### config.mk
export PLATFORM = sky130hd
export DESIGN_NAME = vbi_i2c_regbank
export DESIGN_NICKNAME = d
export VERILOG_FILES = /design/src/rtl/vrb_pkg.sv /design/src/rtl/vrb_bus_sense.sv /design/src/rtl/vrb_proto.sv /design/src/rtl/vrb_bank.sv /design/src/rtl/vbi_i2c_regbank.sv
export SDC_FILE = /design/constraint.sdc
export NUM_CORES = 1
export LEC_CHECK = 0
export ABC_AREA = 1
export BUFFER_PORTS_ARGS = -buffer_cell sky130_fd_sc_hd__buf_2
export CORE_MARGIN = 2
export CORE_UTILIZATION = 25
export DETAILED_ROUTE_END_ITERATION = 10
export PLACE_DENSITY_LB_ADDON = 0.05
export SLEW_MARGIN = 40
export SYNTH_ARGS = -nofsm -noshare
export SYNTH_HDL_FRONTEND = slang
export SYNTH_HIERARCHICAL = 1
export SYNTH_SLANG_ARGS = --single-unit
### constraint.sdc
create_clock -name clk_i -period 2.3 [get_ports clk_i]
set_input_delay 0.46 -clock clk_i [delete_from_list [all_inputs] [get_ports clk_i]]
set_output_delay 0.46 -clock clk_i [all_outputs]
set_load 0.1 [all_outputs]
### src/rtl/vrb_pkg.sv
package vrb_pkg;
  typedef enum logic [3:0] {
    ST_IDLE, ST_ADDR, ST_ADDR_ACK, ST_SUB, ST_SUB_ACK,
    ST_DATA, ST_DATA_ACK, ST_RD, ST_RD_ACK, ST_SKIP
  } vrb_state_e;
endpackage

### src/rtl/vrb_bus_sense.sv
module vrb_bus_sense #(
  parameter int SYNC_STAGES = 2
) (
  input  logic clk_i,
  input  logic rst_ni,
  input  logic scl_i,
  input  logic sda_i,
  output logic scl_o,
  output logic sda_o,
  output logic scl_rise_o,
  output logic scl_fall_o,
  output logic start_o,
  output logic stop_o
);
  logic [SYNC_STAGES-1:0] scl_sync, sda_sync;
  logic scl_q, sda_q;

  always_ff @(posedge clk_i or negedge rst_ni) begin
    if (!rst_ni) begin
      scl_sync <= '1;
      sda_sync <= '1;
      scl_q    <= 1'b1;
      sda_q    <= 1'b1;
    end else begin
      scl_sync <= {scl_sync[SYNC_STAGES-2:0], scl_i};
      sda_sync <= {sda_sync[SYNC_STAGES-2:0], sda_i};
      scl_q    <= scl_o;
      sda_q    <= sda_o;
    end
  end

  assign scl_o      = scl_sync[SYNC_STAGES-1];
  assign sda_o      = sda_sync[SYNC_STAGES-1];
  assign scl_rise_o = scl_o & ~scl_q;
  assign scl_fall_o = ~scl_o & scl_q;
  assign start_o    = scl_o & scl_q & sda_q & ~sda_o;
  assign stop_o     = scl_o & scl_q & ~sda_q & sda_o;
endmodule

### src/rtl/vrb_proto.sv
module vrb_proto
  import vrb_pkg::*;
#(
  parameter int DATA_W   = 8,
  parameter int NUM_REGS = 16,
  parameter logic [DATA_W-2:0] DEV_ADDR = 7'b1000100,
  localparam int IDX_W = $clog2(NUM_REGS),
  localparam int CNT_W = $clog2(DATA_W + 1)
) (
  input  logic              clk_i,
  input  logic              rst_ni,
  input  logic              sda_s_i,
  input  logic              scl_rise_i,
  input  logic              scl_fall_i,
  input  logic              start_i,
  input  logic              stop_i,
  input  logic              autoinc_i,
  input  logic [DATA_W-1:0] cmp_flags_i,
  output logic              sda_oe_o,
  output logic              busy_o,
  output logic              wr_en_o,
  output logic [IDX_W-1:0]  wr_idx_o,
  output logic [DATA_W-1:0] wr_data_o,
  output vrb_state_e        state_o
);
  vrb_state_e        state;
  logic [DATA_W-1:0] rx_sh, tx_sh, ptr;
  logic [CNT_W-1:0]  bitcnt;
  logic              rw_q, data_seen, m_ack;
  logic              byte_done, ptr_ok, accept;

  assign byte_done = scl_fall_i && (bitcnt == CNT_W'(DATA_W));
  assign ptr_ok    = ptr < DATA_W'(NUM_REGS);
  assign accept    = autoinc_i || !data_seen;
  assign wr_en_o   = (state == ST_DATA) && byte_done && accept && ptr_ok;
  assign wr_idx_o  = ptr[IDX_W-1:0];
  assign wr_data_o = rx_sh;
  assign busy_o    = state != ST_IDLE;
  assign state_o   = state;

  always_ff @(posedge clk_i or negedge rst_ni) begin
    if (!rst_ni) begin
      state     <= ST_IDLE;
      rx_sh     <= '0;
      tx_sh     <= '0;
      ptr       <= '0;
      bitcnt    <= '0;
      rw_q      <= 1'b0;
      data_seen <= 1'b0;
      m_ack     <= 1'b0;
      sda_oe_o  <= 1'b0;
    end else if (start_i) begin
      state    <= ST_ADDR;
      bitcnt   <= '0;
      sda_oe_o <= 1'b0;
    end else if (stop_i) begin
      state    <= ST_IDLE;
      sda_oe_o <= 1'b0;
    end else begin
      unique case (state)
        ST_ADDR, ST_SUB, ST_DATA: begin
          if (scl_rise_i) begin
            rx_sh  <= {rx_sh[DATA_W-2:0], sda_s_i};
            bitcnt <= bitcnt + 1'b1;
          end else if (byte_done) begin
            bitcnt <= '0;
            if (state == ST_ADDR) begin
              if (rx_sh[DATA_W-1:1] == DEV_ADDR) begin
                rw_q     <= rx_sh[0];
                sda_oe_o <= 1'b1;
                state    <= ST_ADDR_ACK;
              end else begin
                state <= ST_SKIP;
              end
            end else if (state == ST_SUB) begin
              ptr       <= rx_sh;
              data_seen <= 1'b0;
              sda_oe_o  <= 1'b1;
              state     <= ST_SUB_ACK;
            end else if (accept) begin
              data_seen <= 1'b1;
              sda_oe_o  <= 1'b1;
              state     <= ST_DATA_ACK;
              if (autoinc_i && ptr < DATA_W'(NUM_REGS - 1)) ptr <= ptr + 1'b1;
            end else begin
              state <= ST_SKIP;
            end
          end
        end
        ST_ADDR_ACK: if (scl_fall_i) begin
          if (rw_q) begin
            tx_sh    <= cmp_flags_i;
            sda_oe_o <= ~cmp_flags_i[DATA_W-1];
            state    <= ST_RD;
          end else begin
            sda_oe_o <= 1'b0;
            state    <= ST_SUB;
          end
        end
        ST_SUB_ACK, ST_DATA_ACK: if (scl_fall_i) begin
          sda_oe_o <= 1'b0;
          state    <= ST_DATA;
        end
        ST_RD: begin
          if (scl_rise_i) begin
            bitcnt <= bitcnt + 1'b1;
          end else if (byte_done) begin
            bitcnt   <= '0;
            sda_oe_o <= 1'b0;
            state    <= ST_RD_ACK;
          end else if (scl_fall_i) begin
            tx_sh    <= {tx_sh[DATA_W-2:0], 1'b0};
            sda_oe_o <= ~tx_sh[DATA_W-2];
          end
        end
        ST_RD_ACK: begin
          if (scl_rise_i) begin
            m_ack <= ~sda_s_i;
          end else if (scl_fall_i) begin
            if (m_ack) begin
              tx_sh    <= cmp_flags_i;
              sda_oe_o <= ~cmp_flags_i[DATA_W-1];
              state    <= ST_RD;
            end else begin
              state <= ST_SKIP;
            end
          end
        end
        default: ;
      endcase
    end
  end
endmodule

### src/rtl/vrb_bank.sv
module vrb_bank #(
  parameter int DATA_W   = 8,
  parameter int NUM_REGS = 16,
  localparam int IDX_W  = $clog2(NUM_REGS),
  localparam int REGS_W = NUM_REGS * DATA_W
) (
  input  logic              clk_i,
  input  logic              rst_ni,
  input  logic              wr_en_i,
  input  logic [IDX_W-1:0]  wr_idx_i,
  input  logic [DATA_W-1:0] wr_data_i,
  input  logic              defer_i,
  input  logic              vblank_i,
  output logic [REGS_W-1:0] regs_o
);
  logic vb_q, vb_rise;

  always_ff @(posedge clk_i or negedge rst_ni) begin
    if (!rst_ni) vb_q <= 1'b0;
    else         vb_q <= vblank_i;
  end
  assign vb_rise = vblank_i & ~vb_q;

  for (genvar i = 0; i < NUM_REGS; i++) begin : g_entry
    logic [DATA_W-1:0] act, shd;
    logic              pend, hit;

    assign hit = wr_en_i && (wr_idx_i == IDX_W'(i));

    always_ff @(posedge clk_i or negedge rst_ni) begin
      if (!rst_ni) begin
        act  <= '0;
        shd  <= '0;
        pend <= 1'b0;
      end else if (hit && !defer_i) begin
        act  <= wr_data_i;
        pend <= 1'b0;
      end else if (hit) begin
        shd  <= wr_data_i;
        pend <= 1'b1;  // lands after any coincident edge
      end else if (vb_rise && pend) begin
        act  <= shd;
        pend <= 1'b0;
      end
    end

    assign regs_o[i*DATA_W +: DATA_W] = act;
  end
endmodule

### src/rtl/vbi_i2c_regbank.sv
module vbi_i2c_regbank
  import vrb_pkg::*;
#(
  parameter int DATA_W      = 8,
  parameter int NUM_REGS    = 16,
  parameter int SYNC_STAGES = 2,
  parameter logic [DATA_W-2:0] DEV_ADDR = 7'b1000100,
  localparam int IDX_W  = $clog2(NUM_REGS),
  localparam int REGS_W = NUM_REGS * DATA_W
) (
  input  logic              clk_i,
  input  logic              rst_ni,
  input  logic              scl_i,
  input  logic              sda_i,
  output logic              sda_oe_o,
  output logic              busy_o,
  input  logic              autoinc_i,
  input  logic              defer_i,
  input  logic              vblank_i,
  input  logic [DATA_W-1:0] cmp_flags_i,
  output logic [REGS_W-1:0] regs_o
);
  logic              scl_s, sda_s, scl_rise, scl_fall, start_det, stop_det;
  logic              wr_en;
  logic [IDX_W-1:0]  wr_idx;
  logic [DATA_W-1:0] wr_data;
  vrb_state_e        state;

  vrb_bus_sense #(.SYNC_STAGES(SYNC_STAGES)) u_sense (
    .clk_i, .rst_ni, .scl_i, .sda_i,
    .scl_o(scl_s), .sda_o(sda_s), .scl_rise_o(scl_rise), .scl_fall_o(scl_fall),
    .start_o(start_det), .stop_o(stop_det)
  );

  vrb_proto #(.DATA_W(DATA_W), .NUM_REGS(NUM_REGS), .DEV_ADDR(DEV_ADDR)) u_proto (
    .clk_i, .rst_ni, .sda_s_i(sda_s), .scl_rise_i(scl_rise), .scl_fall_i(scl_fall),
    .start_i(start_det), .stop_i(stop_det), .autoinc_i, .cmp_flags_i,
    .sda_oe_o, .busy_o, .wr_en_o(wr_en), .wr_idx_o(wr_idx), .wr_data_o(wr_data),
    .state_o(state)
  );

  vrb_bank #(.DATA_W(DATA_W), .NUM_REGS(NUM_REGS)) u_bank (
    .clk_i, .rst_ni, .wr_en_i(wr_en), .wr_idx_i(wr_idx), .wr_data_i(wr_data),
    .defer_i, .vblank_i, .regs_o
  );
endmodule

==> flow_summary_export.csv <==
group,metric,value,unit
worst_hold_path,min_path_type,"in -> reg",
grt,grt_max_degree,61,
sta,finalCriticalPeriod,2.373,ns
sta,setup_viol,51,
outcome,violations,"setup timing",
grt,antenna_found_initial,0,
synth,async_flop_share,1.000,
detailed_routing,vias,13520,
layout,antennaDiodeCount,0,
layout,final_area,0.02108,mm^2
detailed_routing,remaining_drc_errors,0,
worst_setup_path,path_cells,"inv_2 > nor2_4 > nand2_2 > nor2_4 > nand3_2 > nor3_4 > buf_6 > buf_6 > nand3_4 > nor2_4 > buf_6 > nand2_4 > buf_6 > nand2_1 > nand3_1 > nand2_1",
placed_design,placed_area,0.01769,mm^2
sta,maxSlewHeadroom,0.4964,
power,leakagePower,0.01081,uW
worst_setup_path,cp.arrival,2.86,ns
placed_design,routabilityCongestion,0.7986,
sta,finalWorstSetupSlack,-0.07314,ns
worst_setup_path,crit_slowest_cell,"dfstp_2",
sta,finalHoldViolCount,0,
floorplan,core,0.05880,mm^2
worst_setup_path,critical_path.max_stage_delay,0.53,ns
power,irDropWorstVdd,0.0005686,V
sta,skew,0.02447,ns
placed_design,io_buffer_count,144,
detailed_routing,wl_per_cell,17.44,um
sta,fmax,0.4214,GHz
synth,netlist.area_leader.share,0.5196,
sta,grt_setup_unrepaired,"true",
layout,final_nets,2214,
cts,ctsRootBufferMaster,"clkbuf_16",
detailed_routing,ant_nets,0,
sta,report.final.slew_viol_count,0,
power,power_density,718.9,mW/mm^2
floorplan,die_x,247.6,um
outcome,status,"complete, but fails checks",
detailed_routing,drt_first_pass_iters,4,
synth,synthCells,1878,
detailed_routing,drt_iter0_drc,730,
layout,finalNonFillerCells,2998,
layout,mostFrequentLayoutCell,"nand2_1",
synth,ys_seq_elements,314,
synth,dominantRegCellSynth,"dfrtp_1",
synth,synth.avg_cell_area,7.899,um^2
synth,yosys.area.top_type,"dfrtp_1",
synth,synth_edf_count,0,
grt,grt_pass1_vias,13500,
placed_design,dp.cells,2881,
synth,synth_seq_area_share,0.5302,
layout,area_growth,42.10,%
synth,ys_top_cells_by_area,"dfrtp_1 (52%), nand2_1 (15%), nand3_1 (12%)",
floorplan,die_area,0.06130,mm^2
synth,synth_warnings,6,
worst_setup_path,cp_common_cell,"buf_6",
cts,htree_num_levels,2,
worst_setup_path,end_kind,"flip-flop",
synth,synth_nets,1896,
cts,clkSinkCount,314,
synth,ys_types,35,
worst_setup_path,crit_fanout,7,
floorplan,io_pins,145,
grt,groute.usage.overall,0.1710,
layout,most-common-layout-cells,"nand2_1 (498), dfrtp_1 (308), nand3_1 (275)",
flow_run,cap_violations,0,
worst_setup_path,startpoint_type,"flip-flop",
sta,worst_slew_pin_slew,0.7535,ns
floorplan,start_util,0.2523,
sta,tns,-1.186,ns
cts,clock_path_buffers,3,
grt,grt_pass1_wl,80520,um
synth,synth_area,0.01483,mm^2
floorplan,rows,89,
layout,final_layout_size_suffix_gt1_frac,0.3236,
detailed_routing,finalWirelength,52270,um
sta,hold_ws,0.1902,ns
placed_design,dpl.hpwl,34510,um
sta,period_share,1.032,
grt,grt-ovfl-total,0,
floorplan,fp.dieH,247.6,um
detailed_routing,viasPerCell,4.511,
cts,cts_inserted_buffers,41,
cts,insertion_delay,0.57,ns
worst_setup_path,cp.required,2.79,ns
cts,cts_tree,"done",
worst_setup_path,path_class,"reg -> reg",
cts,clk_pin_slew,0.06,ns
==> flip-flops by register name, summed over array words and instances, names as in the netlist, 2 cells and up <==
register             cells
u_bank/g_entry.act     128
u_bank/g_entry.shd     128
u_bank/g_entry.pend     16
u_proto/ptr              8
u_proto/wr_data_o        8
u_proto/tx_sh            7
u_proto/bitcnt           4
u_proto/state_o          4
u_sense/scl_sync         2
u_sense/sda_sync         2
==> cells by family after synthesis <==
group / share of synthesized area
compound gates: 0.07068
xor+xnor: 0.001181
flops: 0.5302
fa+ha+maj: 0.002531
simple gates: 0.3226
buf+inv: 0.07279
==> cell usage after synthesis, types with 6 or more instances <==
master and number:
nand2_1 610, nand3_1 352, dfrtp_1 308, inv_1 176
o21ai_0 161, nor2_1 75, clkbuf_1 47, buf_2 20
nand2_2 16, o31ai_1 16, nand4_1 11, nor2_2 9
o21ai_1 8, nor2_4 7, a21oi_1 6, buf_4 6
dfstp_2 6
==> repair_timing <==
action	4_1_cts	5_1_grt
pin swaps	29	27
hold buffers	4	0
endpoints found under the hold margin	31	0
cloned	12	4
endpoints found under the setup margin	266	272
setup buffers	19	8
gates resized for setup	263	207
==> area by class of cell <==
type | count | area, um^2
tap | 773 | 967.2
clock buffer | 57 | 1169
sequential | 314 | 7865
clock inverter | 15 | 153.9
multi-input combinational | 1300 | 7253
fill | 6170 | 37720
timing repair buffer | 354 | 2964
inverter | 185 | 706.9
==> worst max-delay path: cells and delay by family (launching register included) <==
family        cells  cell delay (ns)
simple gates     11             1.12
buf+inv           5             0.65
flops             1             0.53
==> through the flow <==
stage                     power, uW    util  setup WS [ns]
final                         15150  0.3585       -0.07314
after global routing          15940  0.3585        -0.1734
after CTS                     15400  0.3446        -0.1590
after detailed placement       8716  0.3009        -0.2281
after global placement         8725  0.3009        -0.2034
after floorplan                7434       -       -0.06645
==> routing by layer <==
metal | wire length, um | vias up | share of wire | GRT usage
met5 | 0 | - | 0 | 0
met4 | 1096 | 0 | 0.021 | 0.04773
met3 | 1694 | 55 | 0.032 | 0.02368
met2 | 24360 | 193 | 0.47 | 0.2744
met1 | 25120 | 6521 | 0.48 | 0.2402
li1 | - | 6754 | - | -
==> final timing paths <==
kind	startpoint	endpoint	slack, ns	cells past startpoint
worst max-delay path	u_sense/scl_q	u_bank/g_entry[13].act[3]	-0.07	16
worst min-delay path	cmp_flags_i[5]	u_proto/tx_sh[5]	0.19	5
worst max register to register	u_sense/scl_q	u_bank/g_entry[13].act[3]	-0.07	16
worst min register to register	u_sense/sda_sync[0]	u_sense/sda_sync[1]	0.35	0
max in group asynchronous	rst_ni	u_bank/g_entry[14].shd[4]	1.21	3
min in group asynchronous	rst_ni	u_bank/g_entry[13].shd[3]	0.38	2
==> where the power goes <==
group          switching (uW)  internal (uW)  total [uW]
clock                    2560           3870        6430
combinational            2040            768        2810
sequential                188           5720        5910
No activity file was read; power rests on OpenSTA's default activity.
